`config.mk`:
```
export PLATFORM = sky130hd
export DESIGN_NAME = mdio_acc_engine
export DESIGN_NICKNAME = d
export VERILOG_FILES = /design/src/rtl/mdio_acc_pkg.sv /design/src/rtl/mdio_mdc_gen.sv /design/src/rtl/mdio_frame_shifter.sv /design/src/rtl/mdio_acc_engine.sv
export SDC_FILE = /design/constraint.sdc
export NUM_CORES = 1
export LEC_CHECK = 0
export ABC_AREA = 1
export BUFFER_PORTS_ARGS = -buffer_cell sky130_fd_sc_hd__buf_2
export CORE_MARGIN = 3
export CORE_UTILIZATION = 58
export DETAILED_ROUTE_END_ITERATION = 7
export MAX_ROUTING_LAYER = met4
export PLACE_DENSITY = 0.8
export SLEW_MARGIN = 30
export SYNTH_ARGS = -nofsm -noshare
export SYNTH_HDL_FRONTEND = slang
export SYNTH_HIERARCHICAL = 1
export SYNTH_SLANG_ARGS = --single-unit
```
`constraint.sdc`:
```
create_clock -name clk -period 4.22 [get_ports clk]
set_input_delay 0.422 -clock clk [delete_from_list [all_inputs] [get_ports clk]]
set_output_delay 0.422 -clock clk [all_outputs]
set_load 0.02 [all_outputs]
```
`src/rtl/mdio_acc_pkg.sv`:
```
package mdio_acc_pkg;

  // Layout of the host access word; bit positions are decoded by software.
  typedef struct packed {
    logic       req;    // 31: go / busy
    logic       wr;     // 30: 1 = write, 0 = read
    logic [3:0] spare;  // 29:26
    logic [4:0] phy;    // 25:21
    logic [4:0] regad;  // 20:16
    logic [15:0] data;  // 15:0
  } acc_word_t;

  localparam int HDR_BITS  = 14;   // start + opcode + two addresses
  localparam int TA_BITS   = 2;
  localparam int DATA_BITS = 16;

  localparam logic [1:0] SOF_PAT = 2'b01;
  localparam logic [1:0] OP_WR   = 2'b01;
  localparam logic [1:0] OP_RD   = 2'b10;
  localparam logic [1:0] TA_WR   = 2'b10;
  localparam logic [1:0] TA_RD   = 2'b11;

endpackage

```
`src/rtl/mdio_mdc_gen.sv`:
```
module mdio_mdc_gen #(
  parameter int HALF_DIV = 2
) (
  input  logic clk,
  input  logic rst_n,
  input  logic run,
  output logic mdc,
  output logic rise_tick,
  output logic fall_tick
);

  localparam int CW = (HALF_DIV > 1) ? $clog2(HALF_DIV) : 1;
  localparam logic [CW-1:0] CNT_LAST = CW'(HALF_DIV - 1);

  logic [CW-1:0] cnt_q, cnt_d;
  logic          mdc_q, mdc_d;
  logic          half_end;

  assign half_end  = run && (cnt_q == CNT_LAST);
  assign rise_tick = half_end && !mdc_q;
  assign fall_tick = half_end && mdc_q;
  assign mdc       = mdc_q;

  always_comb begin
    cnt_d = cnt_q;
    mdc_d = mdc_q;
    if (!run) begin
      cnt_d = '0;
      mdc_d = 1'b0;
    end else if (half_end) begin
      cnt_d = '0;
      mdc_d = !mdc_q;
    end else begin
      cnt_d = cnt_q + 1'b1;
    end
  end

  always_ff @(posedge clk or negedge rst_n) begin
    if (!rst_n) begin
      cnt_q <= '0;
      mdc_q <= 1'b0;
    end else begin
      cnt_q <= cnt_d;
      mdc_q <= mdc_d;
    end
  end

endmodule

```
`src/rtl/mdio_frame_shifter.sv`:
```
module mdio_frame_shifter #(
  parameter int FRAME_W  = 64,
  parameter int TA_POS   = 46,
  parameter int DATA_POS = 48,
  parameter int DATA_W   = 16
) (
  input  logic               clk,
  input  logic               rst_n,
  input  logic               load,
  input  logic [FRAME_W-1:0] frame_in,
  input  logic               active,
  input  logic               is_read,
  input  logic               rise_tick,
  input  logic               fall_tick,
  input  logic               mdio_i,
  output logic               mdio_o,
  output logic               mdio_oe,
  output logic               done,
  output logic [DATA_W-1:0]  rdata
);

  localparam int IW = $clog2(FRAME_W + 1);
  localparam logic [IW-1:0] LAST_IDX = IW'(FRAME_W - 1);
  localparam logic [IW-1:0] TA_IDX   = IW'(TA_POS);
  localparam logic [IW-1:0] DATA_IDX = IW'(DATA_POS);

  logic [FRAME_W-1:0] sh_q, sh_d;
  logic [IW-1:0]      bidx_q, bidx_d;
  logic [DATA_W-1:0]  cap_q, cap_d;
  logic               sh_en;

  assign sh_en   = load || (active && (fall_tick || rise_tick));
  assign mdio_o  = active ? sh_q[FRAME_W-1] : 1'b1;
  assign mdio_oe = active && (!is_read || (bidx_q < TA_IDX));
  assign done    = active && fall_tick && (bidx_q == LAST_IDX);
  assign rdata   = cap_q;

  always_comb begin
    sh_d   = sh_q;
    bidx_d = bidx_q;
    cap_d  = cap_q;
    if (load) begin
      sh_d   = frame_in;
      bidx_d = '0;
      cap_d  = '0;
    end else if (active) begin
      if (fall_tick) begin
        sh_d   = {sh_q[FRAME_W-2:0], 1'b1};
        bidx_d = bidx_q + 1'b1;
      end
      if (rise_tick && is_read && (bidx_q >= DATA_IDX)) begin
        cap_d = {cap_q[DATA_W-2:0], mdio_i};
      end
    end
  end

  always_ff @(posedge clk or negedge rst_n) begin
    if (!rst_n) begin
      sh_q   <= '1;
      bidx_q <= '0;
      cap_q  <= '0;
    end else if (sh_en) begin
      sh_q   <= sh_d;
      bidx_q <= bidx_d;
      cap_q  <= cap_d;
    end
  end

endmodule

```
`src/rtl/mdio_acc_engine.sv`:
```
module mdio_acc_engine
  import mdio_acc_pkg::*;
#(
  parameter int HALF_DIV = 2,
  parameter int PRE_LEN  = 32
) (
  input  logic        clk,
  input  logic        rst_n,
  input  logic        wr_en,
  input  logic [31:0] wr_data,
  output logic [31:0] rd_data,
  output logic        mdc,
  output logic        mdio_o,
  output logic        mdio_oe,
  input  logic        mdio_i
);

  localparam int FRAME_W  = PRE_LEN + HDR_BITS + TA_BITS + DATA_BITS;
  localparam int TA_POS   = PRE_LEN + HDR_BITS;
  localparam int DATA_POS = TA_POS + TA_BITS;

  // reset: asynchronous assert, synchronous release
  logic [1:0] rsync_q;
  logic       rst_int_n;

  always_ff @(posedge clk or negedge rst_n) begin
    if (!rst_n) rsync_q <= 2'b00;
    else        rsync_q <= {rsync_q[0], 1'b1};
  end
  assign rst_int_n = rsync_q[1];

  acc_word_t          acc_q, acc_d, wr_word;
  logic               acc_en, accept, start, busy, done;
  logic               rise_tick, fall_tick;
  logic [FRAME_W-1:0] frame_in;
  logic [DATA_BITS-1:0] cap;

  assign wr_word = acc_word_t'(wr_data);
  assign busy    = acc_q.req;
  assign accept  = wr_en && !busy;
  assign start   = accept && wr_word.req;
  assign acc_en  = accept || done;
  assign rd_data = acc_q;

  assign frame_in = {{PRE_LEN{1'b1}}, SOF_PAT,
                     wr_word.wr ? OP_WR : OP_RD,
                     wr_word.phy, wr_word.regad,
                     wr_word.wr ? TA_WR : TA_RD,
                     wr_word.data};

  always_comb begin
    acc_d = acc_q;
    if (accept) begin
      acc_d = wr_word;
    end else if (done) begin
      acc_d.req = 1'b0;
      if (!acc_q.wr) acc_d.data = cap;
    end
  end

  always_ff @(posedge clk or negedge rst_int_n) begin
    if (!rst_int_n)  acc_q <= '0;
    else if (acc_en) acc_q <= acc_d;
  end

  mdio_mdc_gen #(.HALF_DIV(HALF_DIV)) u_mdc (
    .clk       (clk),
    .rst_n     (rst_int_n),
    .run       (busy),
    .mdc       (mdc),
    .rise_tick (rise_tick),
    .fall_tick (fall_tick)
  );

  mdio_frame_shifter #(
    .FRAME_W  (FRAME_W),
    .TA_POS   (TA_POS),
    .DATA_POS (DATA_POS),
    .DATA_W   (DATA_BITS)
  ) u_shift (
    .clk       (clk),
    .rst_n     (rst_int_n),
    .load      (start),
    .frame_in  (frame_in),
    .active    (busy),
    .is_read   (!acc_q.wr),
    .rise_tick (rise_tick),
    .fall_tick (fall_tick),
    .mdio_i    (mdio_i),
    .mdio_o    (mdio_o),
    .mdio_oe   (mdio_oe),
    .done      (done),
    .rdata     (cap)
  );

endmodule

```
### Word-level counts from Yosys, hierarchy flattened

Index checks and enable logic that the tools add are counted.
W data, S select, Z words.

| word-level totals | value |
|---|---|
| output and inout bits | 35 |
| flip-flop bits (word level) | 123 |
| input bits | 36 |
| word-level logic and storage cells | 67 |

| cells by class | value |
|---|---|
| order comparisons | 2 |
| reduce and logical (&&, ||, !) cells | 27 |
| muxes and demuxes | 21 |
| add/subtract/negate cells | 2 |
| eq/ne operators | 3 |

Operator list:

| cell | number |
|---|---|
| $mux W64 | 3 |
| $mux W16 | 6 |
| $mux W7 | 3 |
| $logic_and A1 B1 Y1 | 11 |
| $reduce_and A3 Y1 | 3 |
| $mux W1 | 8 |
| $reduce_bool A2 Y1 | 4 |
| $add A7 B1 Y7 const B | 1 |
| $eq A7 B6 Y1 const B | 1 |
| $ge A7 B6 Y1 const B | 1 |
| $lt A7 B6 Y1 const B | 1 |
| $logic_or A1 B1 Y1 | 4 |
| $ne A2 B1 Y1 const B | 2 |
| $reduce_and A2 Y1 | 2 |
| $logic_not A1 Y1 | 3 |
| $mux W2 | 1 |
| $add A1 B1 Y1 const B | 1 |

### Logic depth before layout (Yosys ltp)

Gate-level depths: netlist of the first run.

| logic depth | value |
|---|---|
| word-level depth | 7 |
| mapped depth | 12 |
| depth with buffers taken out | 10 |

### By module

The synthesis of the first run kept the hierarchy.

By module, submodules not included:

| module | sequential area each (sq um) | area each (sq um) | cells an instance | instances |
|---|---|---|---|---|
| mdio_frame_shifter | 2257.2 | 4033.9 | 475 | 1 |
| mdio_acc_engine | 850.8 | 1619.1 | 201 | 1 |
| mdio_mdc_gen | 50.0 | 90.1 | 12 | 1 |

### Least setup slack after synthesis of the first run

OpenSTA, ideal clock, no wires.

| timing | value |
|---|---|
| path type | register to register |
| start | register acc_q, in the netlist busy |
| end | register acc_q, in the netlist rd_data[0] |
| cell stages (with the launch flop) | 11 |
| data required time | 4099 ps |
| slack | 2182 ps |
| arrival time | 1917 ps |
| path through | dfrtp_1 -> nand2_1 -> nor2_1 -> nand2_4 -> nor3_1 -> nand2_1 -> nor3_1 -> inv_2 -> buf_1 -> o211ai_1 -> nand2_1 |

| on the way | value |
|---|---|
| word-level cells in the longest chain between the ends | 6 |

RTL lines:

| element | RTL line | text |
|---|---|---|
| from (decl) | mdio_acc_engine.sv:32 | `acc_word_t acc_q, acc_d, wr_word;` |
| from (signal assigned) | mdio_acc_engine.sv:62 | `if (!rst_int_n) acc_q <= '0;` |
| from (signal assigned) | mdio_acc_engine.sv:63 | `else if (acc_en) acc_q <= acc_d;` |
| $logic_and A1 B1 Y1 * | mdio_mdc_gen.sv:19 | `assign half_end = run && (cnt_q == CNT_LAST);` |
| $logic_and A1 B1 Y1 * | mdio_mdc_gen.sv:21 | `assign fall_tick = half_end && mdc_q;` |
| named net fall_tick | mdio_acc_engine.sv:34 | `logic rise_tick, fall_tick;` |
| $logic_and A1 B1 Y1 * (2 in series) | mdio_frame_shifter.sv:35 | `assign done = active && fall_tick && (bidx_q == LAST_IDX);` |
| named net done | mdio_acc_engine.sv:33 | `logic acc_en, accept, start, busy, done;` |
| $reduce_bool A2 Y1 (no source line) or $logic_or A1 B1 Y1 (tied branches) | n/a |  |
| $reduce_and A3 Y1 (no source line) * | n/a |  |

The timed path passes the listed nets; every way through them passes the cells marked *.
A chain may end at the register's enable or synchronous reset.

### Final worst setup path of the first run

Same ends and word-level chain as after synthesis.

==> results of run 1 <==
[cell type report]
class | instances | area [sq um] | share of cell area
sequential | 123 | 3160 | 0.467
multi-input combinational | 522 | 2350 | 0.348
clock buffer | 19 | 442 | 0.0653
timing repair buffer | 77 | 405 | 0.0599
tap | 129 | 161 | 0.0239
clock inverter | 13 | 131 | 0.0194
inverter | 29 | 111 | 0.0165
[timing repair]
action                                 CTS  global route
resized for setup                        0             0
setup endpoints to repair                0             0
hold buffers                             1             0
endpoints found under the hold margin    2             0
[sequential cells by signal (all words and copies together), names as in the netlist]
name and cells:
u_shift/sh_q 64, rd_data 31, u_shift/rdata 16, u_shift/bidx_q 7, rsync_q 2, busy 1
u_mdc/cnt_q 1, u_mdc/mdc 1
[cell usage in the layout (no fill, tap or decap)]
master	netlist	routed
nand3_1	164	164
bufinv_16	0	1
nor2_1	14	13
conb_1	2	36
inv_2	4	2
clkbuf_8	0	3
nor2_4	1	2
clkbuf_16	0	16
nand2_2	1	1
nand4_2	1	1
o21ai_0	25	25
inv_6	0	5
clkinv_4	0	3
buf_4	5	6
dlygate4sd3_1	0	1
o21ai_1	2	2
ha_1	1	1
and3_1	1	1
nand2_4	2	2
dfrtp_1	59	58
dfrtp_4	0	1
buf_2	30	70
inv_8	0	1
clkinvlp_4	0	2
dfstp_2	64	64
nand2_1	240	240
a21oi_1	6	6
o22ai_1	1	1
nand4_1	2	2
nor3_1	7	7
inv_1	25	25
o21ai_4	1	1
o211ai_1	17	17
clkinv_2	0	3
[cells by family after synthesis]
| group | after synthesis |
|---|---|
| flops | 123 |
| fa+ha+maj | 1 |
| other cells | 2 |
| buf+inv | 77 |
| compound gates | 52 |
| simple gates | 433 |
[metal layers]
layer,wire length (um),share of wire,vias to the layer above
met5,0,0,-
met4,223,0.016,0
met3,910,0.067,20
met2,6540,0.48,177
met1,5890,0.43,2369
li1,-,-,2400
[worst max-delay path, stage by stage, from the launching register on]
cell and delay [ns]:
dfrtp_1 0.56, nand2_1 0.10, nor2_1 0.17, nand2_4 0.12, nor3_1 0.21, nand2_1 0.14
nor3_1 0.30, inv_2 0.23, o21ai_4 0.44, nand2_1 0.13, nand2_1 0.07
[how the worst min path moves through the flow]
stage | startpoint | end | slack, ns
finish | wr_data[27] | rd_data[27]$_DFFE_PN0P_ | 0.14
global route | wr_data[19] | u_shift/sh_q[21]$_DFFE_PN1P_ | 0.13
CTS | wr_data[19] | u_shift/sh_q[21]$_DFFE_PN1P_ | 0.13
detailed placement | rst_n | rsync_q[0]$_DFF_PN0_ | 0.21
global placement | rst_n | rsync_q[0]$_DFF_PN0_ | 0.21
floorplan | rst_n | rsync_q[0]$_DFF_PN0_ | 0.13
[metrics by stage]
stage | cells | instance area (sq um) | hold WS (ns) | utilization
after floorplan | 722 | 5870 | 0.126 | -
after global placement | 879 | 6180 | 0.208 | 0.656
after detailed placement | 879 | 6180 | 0.210 | 0.656
after CTS | 912 | 6760 | 0.129 | 0.718
after global routing | 912 | 6760 | 0.131 | 0.718
final | 912 | 6760 | 0.139 | 0.718
[power groups by stage]
stage | sequential [uW] | combinational, uW | clock [uW]
6_report | 1190 | 52.8 | 1380
5_1_grt | 1190 | 60.3 | 1470
4_1_cts | 1190 | 52.7 | 1410
3_5_place_dp | 1210 | 51.6 | 0
3_3_place_gp | 1210 | 51.1 | 0
2_1_floorplan | 1220 | 7.88 | 0
==> flow_summary.yaml, run 1 <==
run_status:
  status: "completed"
worst_setup_path:
  regToRegSetupSlack_ns: 1.68
  r2r_cells: 10
  cp_max_fo: 17
  reg2reg_from: "busy$_DFFE_PN0P_"
  cp-end-kind: "flip-flop"
  crit_start: "busy$_DFFE_PN0P_"
  worstPathRequired_ns: 4.67
  crit_path_end: "rd_data[0]$_DFFE_PN0P_"
  r2r_end: "rd_data[0]$_DFFE_PN0P_"
  cp-start-kind: "flip-flop"
  cp.arrival_ns: 2.99
  path_class: "reg2reg"
cts:
  clk_pin_slew_ns: 0.06
  cts_tree: "built"
  insertion_delay_ns: 0.52
  cts_buffer_depth: 2
  post_cts_buffers: 0
  cts_made_buffers: 17
  ctsHtreeMaxLevel: 4
  clock_sinks: 123
  cts_root_buf: "clkbuf_8"
global_routing:
  grt_pass1_vias: 4830
  grtUsageMet1: 0.357
  grt_pass1_wl_um: 23200
  antenna_found_initial: 0
  grt.total_usage: 0.263
  busiest_layer: "met2"
  use_met3: 0.0710
  grt_max_degree: 92
  use_met2: 0.385
  grt.overflow.total: 0
yosys:
  synth_top_family_by_area: "simple AND/OR/NAND/NOR gates"
  yosys.area.top_type: "dfstp_2"
  synth_mux_area_frac: 0
  synth_area_leaders: "dfstp_2, dfrtp_1, nand2_1, nand3_1, buf_2"
  yosysSeqAreaShare: 0.550
  synthFlopType: "dfstp_2"
  synth-xor-area-share: 0
  synth-seq-cells: 123
  yosys.area_share.simple: 0.327
  synthAdderAreaFrac: 0.00218
  syn_area_sq_um: 5740
  syn_avg_cell_area_sq_um: 8.35
  synth_top_area_share: 0.293
  synth_edf_count: 0
  synthArstFlopShare: 1.00
  synth_most_common_cell: "nand2_1"
  synth_cell_type_count: 28
  yosys_warnings: 6
  syn_inst: 688
  synth_compound_area_frac: 0.0549
  synth_common_cells: "nand2_1, nand3_1, dfstp_2"
routing:
  drt-total-wl_um: 13600
  vias_per_cell: 5.45
  wire_per_inst_um: 14.9
  first_iter_violations: 393
  dr.pass1.iters: 5
  drc_errors: 0
  ant_nets: 0
  num_vias: 4966
die:
  die_h_um: 106
  fp-row-count: 35
  start_util: 0.610
  pin_count: 71
  chipWidth_um: 106
  dieArea_sq_um: 11100
  fp.coreArea_sq_um: 9420
pwr:
  p_clk_frac: 0.527
  power_uw: 2620
  irDropWorstVdd_uv: 272
  pwr-share-comb: 0.020
  p_sw_frac: 0.229
  leakagePower_uw: 0.00345
  p_seq_frac: 0.453
  power_switching_uw: 600
  internal_power_uw: 2020
  p_per_area_nw_per_um2: 388
sta:
  setup_ws_ns: 1.68
  hold_viol_final: 0
  fmaxAchievable_mhz: 393
  fin_crit_sh: 0.602
  clock_skew_ns: 0.0118
  setup_violations: 0
  slew_headroom: 0.386
  fin_tns_setup_ns: 0
  fin_crit_ns: 2.54
  finalMaxSlewViolations: 0
  rsz0062_at_grt: "no"
  worstMarginPinSlew_ns: 0.920
final_layout:
  antenna_cells: 0
  syn_to_final_growth_pct: 17.8
  fin_nets: 807
  drive_gt1_frac: 0.235
  n_fill_cell: 700
placement:
  place.gp.congestion: 0.909
  pre_cts_ws_ns: 1.74
  hpwl_um: 8090
  portBuffers: 70
flow_run:
  max_cap_viol_count: 0
worst_hold_path:
  whs_path_depth: 3
  min_path_type: "in2reg"
Power figures use the tool's default switching activity.
==> inputs of run 2 (changes only) <==
ABC_AREA = 0   (was 1)
clock period = 2.47 ns   (was 4.22 ns; I/O delays follow)
==> run 2 against run 1 <==
Compared with the run above:
- power grew to 3.1 times the previous value
- non-clock buffer count grew 37
- synthesized cell count is 26% lower
- cell count fell by 14%
- sequential power grew to 3.0 times the previous value
- first-iteration DRC count down 58%
- worst setup slack got worse by 1.4 ns
- combinational power rose to 39 times the previous value
- sequential share of layout area decreased by 3.4 points
- largest cell class unchanged
- core utilization increased by 4.9 points
- largest power group is now registers
- flip-flop and latch count unchanged
==> flow_summary.yaml, run 2 <==
cts:
  cts_made_buffers: 17
  cts_tree: "built"
  post_cts_buffers: 0
  cts_buffer_depth: 2
  insertion_delay_ns: 0.52
  cts_root_buf: "clkbuf_8"
  postCtsResizedCells: 0
  clock_sinks: 123
  clk_pin_slew_ns: 0.06
  holdBufCountCts: 30
  ctsHtreeMaxLevel: 4
final_layout:
  top_register: "u_shift/sh_q"
  multi_input_area_sq_um: 2520
  n_fill_cell: 627
  drive_gt1_frac: 0.338
  fin_util: 0.767
  largest_reg_flops: 64
  layout_commonest_cell: "nand2_1"
  fin_nets: 680
  final_cell_mix: "nand2_1, mux2i_1, buf_2"
  syn_to_final_growth_pct: 25.5
  register_area_sq_um: 3160
  antenna_cells: 0
worst_setup_path:
  cp_max_fo: 16
  path_class: "reg2reg"
  cp-end-kind: "flip-flop"
  r2r_cells: 7
  cp-start-kind: "flip-flop"
  worstPathRequired_ns: 2.87
  cp.arrival_ns: 2.55
sta:
  fin_tns_setup_ns: 0
  fin_crit_sh: 0.871
  finalMaxSlewViolations: 0
  setup_ws_ns: 0.319
  rsz0062_at_grt: "no"
  fmaxAchievable_mhz: 465
  worstMarginPinSlew_ns: 0.654
  slew_headroom: 0.563
  hold_viol_final: 0
  fin_crit_ns: 2.15
  setup_violations: 0
  clock_skew_ns: 0.0110
die:
  dieArea_sq_um: 11200
  fp-row-count: 35
  chipWidth_um: 106
  pin_count: 71
  die_h_um: 106
  fp.coreArea_sq_um: 9500
  start_util: 0.611
worst_hold_path:
  min_path_type: "in2reg"
  whs_path_depth: 3
routing:
  wire_per_inst_um: 15.6
  drc_errors: 0
  dr.pass1.iters: 5
  first_iter_violations: 165
  num_vias: 4061
  drt-total-wl_um: 12200
  ant_nets: 0
  vias_per_cell: 5.17
yosys:
  yosysSeqAreaShare: 0.544
  synthFlopType: "dfstp_2"
  yosys_warnings: 6
  synth-seq-cells: 123
  yosys.area.top_type: "dfstp_2"
  synthArstFlopShare: 1.00
  syn_area_sq_um: 5810
  synth_most_common_cell: "nand2_1"
  syn_avg_cell_area_sq_um: 11.4
  synth_area_leaders: "dfstp_2, dfrtp_1, mux2i_1, nand2_1, mux2_4"
  synth_common_cells: "nand2_1, mux2i_1, dfstp_2"
  synth_edf_count: 0
  syn_inst: 508
  synth_cell_type_count: 40
  synth_top_area_share: 0.290
run_status:
  status: "completed"
pwr:
  power_switching_uw: 2450
  irDropWorstVdd_uv: 734
  p_per_area_nw_per_um2: 1110
  p_clk_frac: 0.300
  pwr-share-comb: 0.258
  leakagePower_uw: 0.00320
  internal_power_uw: 5620
  p_sw_frac: 0.304
  p_seq_frac: 0.442
global_routing:
  grt_max_degree: 57
  grt_pass1_vias: 4391
  grt.overflow.total: 0
  grt_pass1_wl_um: 20700
  antenna_found_initial: 0
  grt.total_usage: 0.240
placement:
  pre_cts_ws_ns: 0.326
  place.gp.congestion: 0.781
  portBuffers: 70
  hpwl_um: 7560
flow_run:
  max_cap_viol_count: 0
run 2: changes by cell type in the layout (fill, tap and decap cells not counted), sizes merged, moves of 3 or more:
| cell | previous run | this run |
|---|---|---|
| and2 | 0 | 3 |
| buf | 76 | 84 |
| dlygate4sd3 | 1 | 30 |
| inv | 33 | 4 |
| mux2 | 0 | 32 |
| mux2i | 0 | 79 |
| nand2 | 243 | 115 |
| nand2b | 0 | 18 |
| nand3 | 164 | 3 |
| nor2 | 15 | 5 |
| nor3 | 7 | 0 |
| o211ai | 17 | 0 |
| o21ai | 28 | 69 |
| or3 | 0 | 3 |
run 2: area by class of cell:
type                            count  area share
Inverter                            4     0.00206
Clock inverter                     12      0.0203
Multi-Input combinational cell    383       0.346
Tap cell                          129      0.0221
Clock buffer                       20      0.0597
Timing Repair Buffer              114       0.116
Sequential cell                   123       0.434
run 2: path summary, 6_finish.rpt:
check | from | to | slack [ns]
max reg2reg | u_mdc/cnt_q$_DFF_PN0_ | rd_data[10]$_DFFE_PN0P_ | 0.32
max | u_mdc/cnt_q$_DFF_PN0_ | rd_data[10]$_DFFE_PN0P_ | 0.32
min | wr_data[6] | u_shift/sh_q[6]$_DFFE_PN1P_ | 0.02
min in group asynchronous | rst_n | rsync_q[1]$_DFF_PN0_ | 0.04
max in group asynchronous | rsync_q[1]$_DFF_PN0_ | u_shift/sh_q[50]$_DFFE_PN1P_ | 1.42
min reg2reg | rsync_q[1]$_DFF_PN0_ | rd_data[0]$_DFFE_PN0P_ | 0.34
run 2: worst max-delay path, cell delays in order (launching register included):
cell     delay (ns)
dfrtp_1        0.39
and3_2         0.24
nand3_1        0.21
nor4_2         0.36
inv_1          0.11
o21ai_2        0.18
buf_12         0.19
mux2_2         0.35
run 2: per-layer routing:
| layer | share of wire | global-route usage | vias up | wire (um) |
|---|---|---|---|---|
| met5 | 0 | - | - | 0 |
| met4 | 0.019 | 0.0805 | 0 | 235 |
| met3 | 0.041 | 0.0546 | 25 | 498 |
| met2 | 0.52 | 0.407 | 109 | 6350 |
| met1 | 0.42 | 0.285 | 1969 | 5150 |
| li1 | - | - | 1958 | - |
run 2: logic make-up after synthesis:
logic type      synth area share
simple gates               0.118
flops                      0.544
mux                        0.214
compound gates            0.0720
buf+inv                   0.0440
xor+xnor                 0.00453
other cells              0.00129
fa+ha+maj                0.00215
run 2: power groups by stage:
| stage | clock network (uW) | registers [uW] | logic (uW) |
|---|---|---|---|
| floorplan | 0 | 3620 | 1450 |
| global placement | 0 | 3530 | 1910 |
| detailed placement | 0 | 3570 | 2020 |
| CTS | 2460 | 3560 | 2090 |
| global route | 2560 | 3660 | 2300 |
| finish | 2420 | 3560 | 2080 |
run 2: metrics by stage:
| step | hold slack (ns) | instance area (sq um) | instances | total power, uW |
|---|---|---|---|---|
| detailed placement | 0.0340 | 6400 | 723 | 5590 |
| global route | 0.0218 | 7290 | 785 | 8530 |
| finish | 0.0201 | 7290 | 785 | 8070 |
| global placement | 0.0327 | 6400 | 723 | 5440 |
| CTS | 0.00841 | 7290 | 785 | 8100 |
| floorplan | -0.0486 | 5930 | 542 | 5070 |
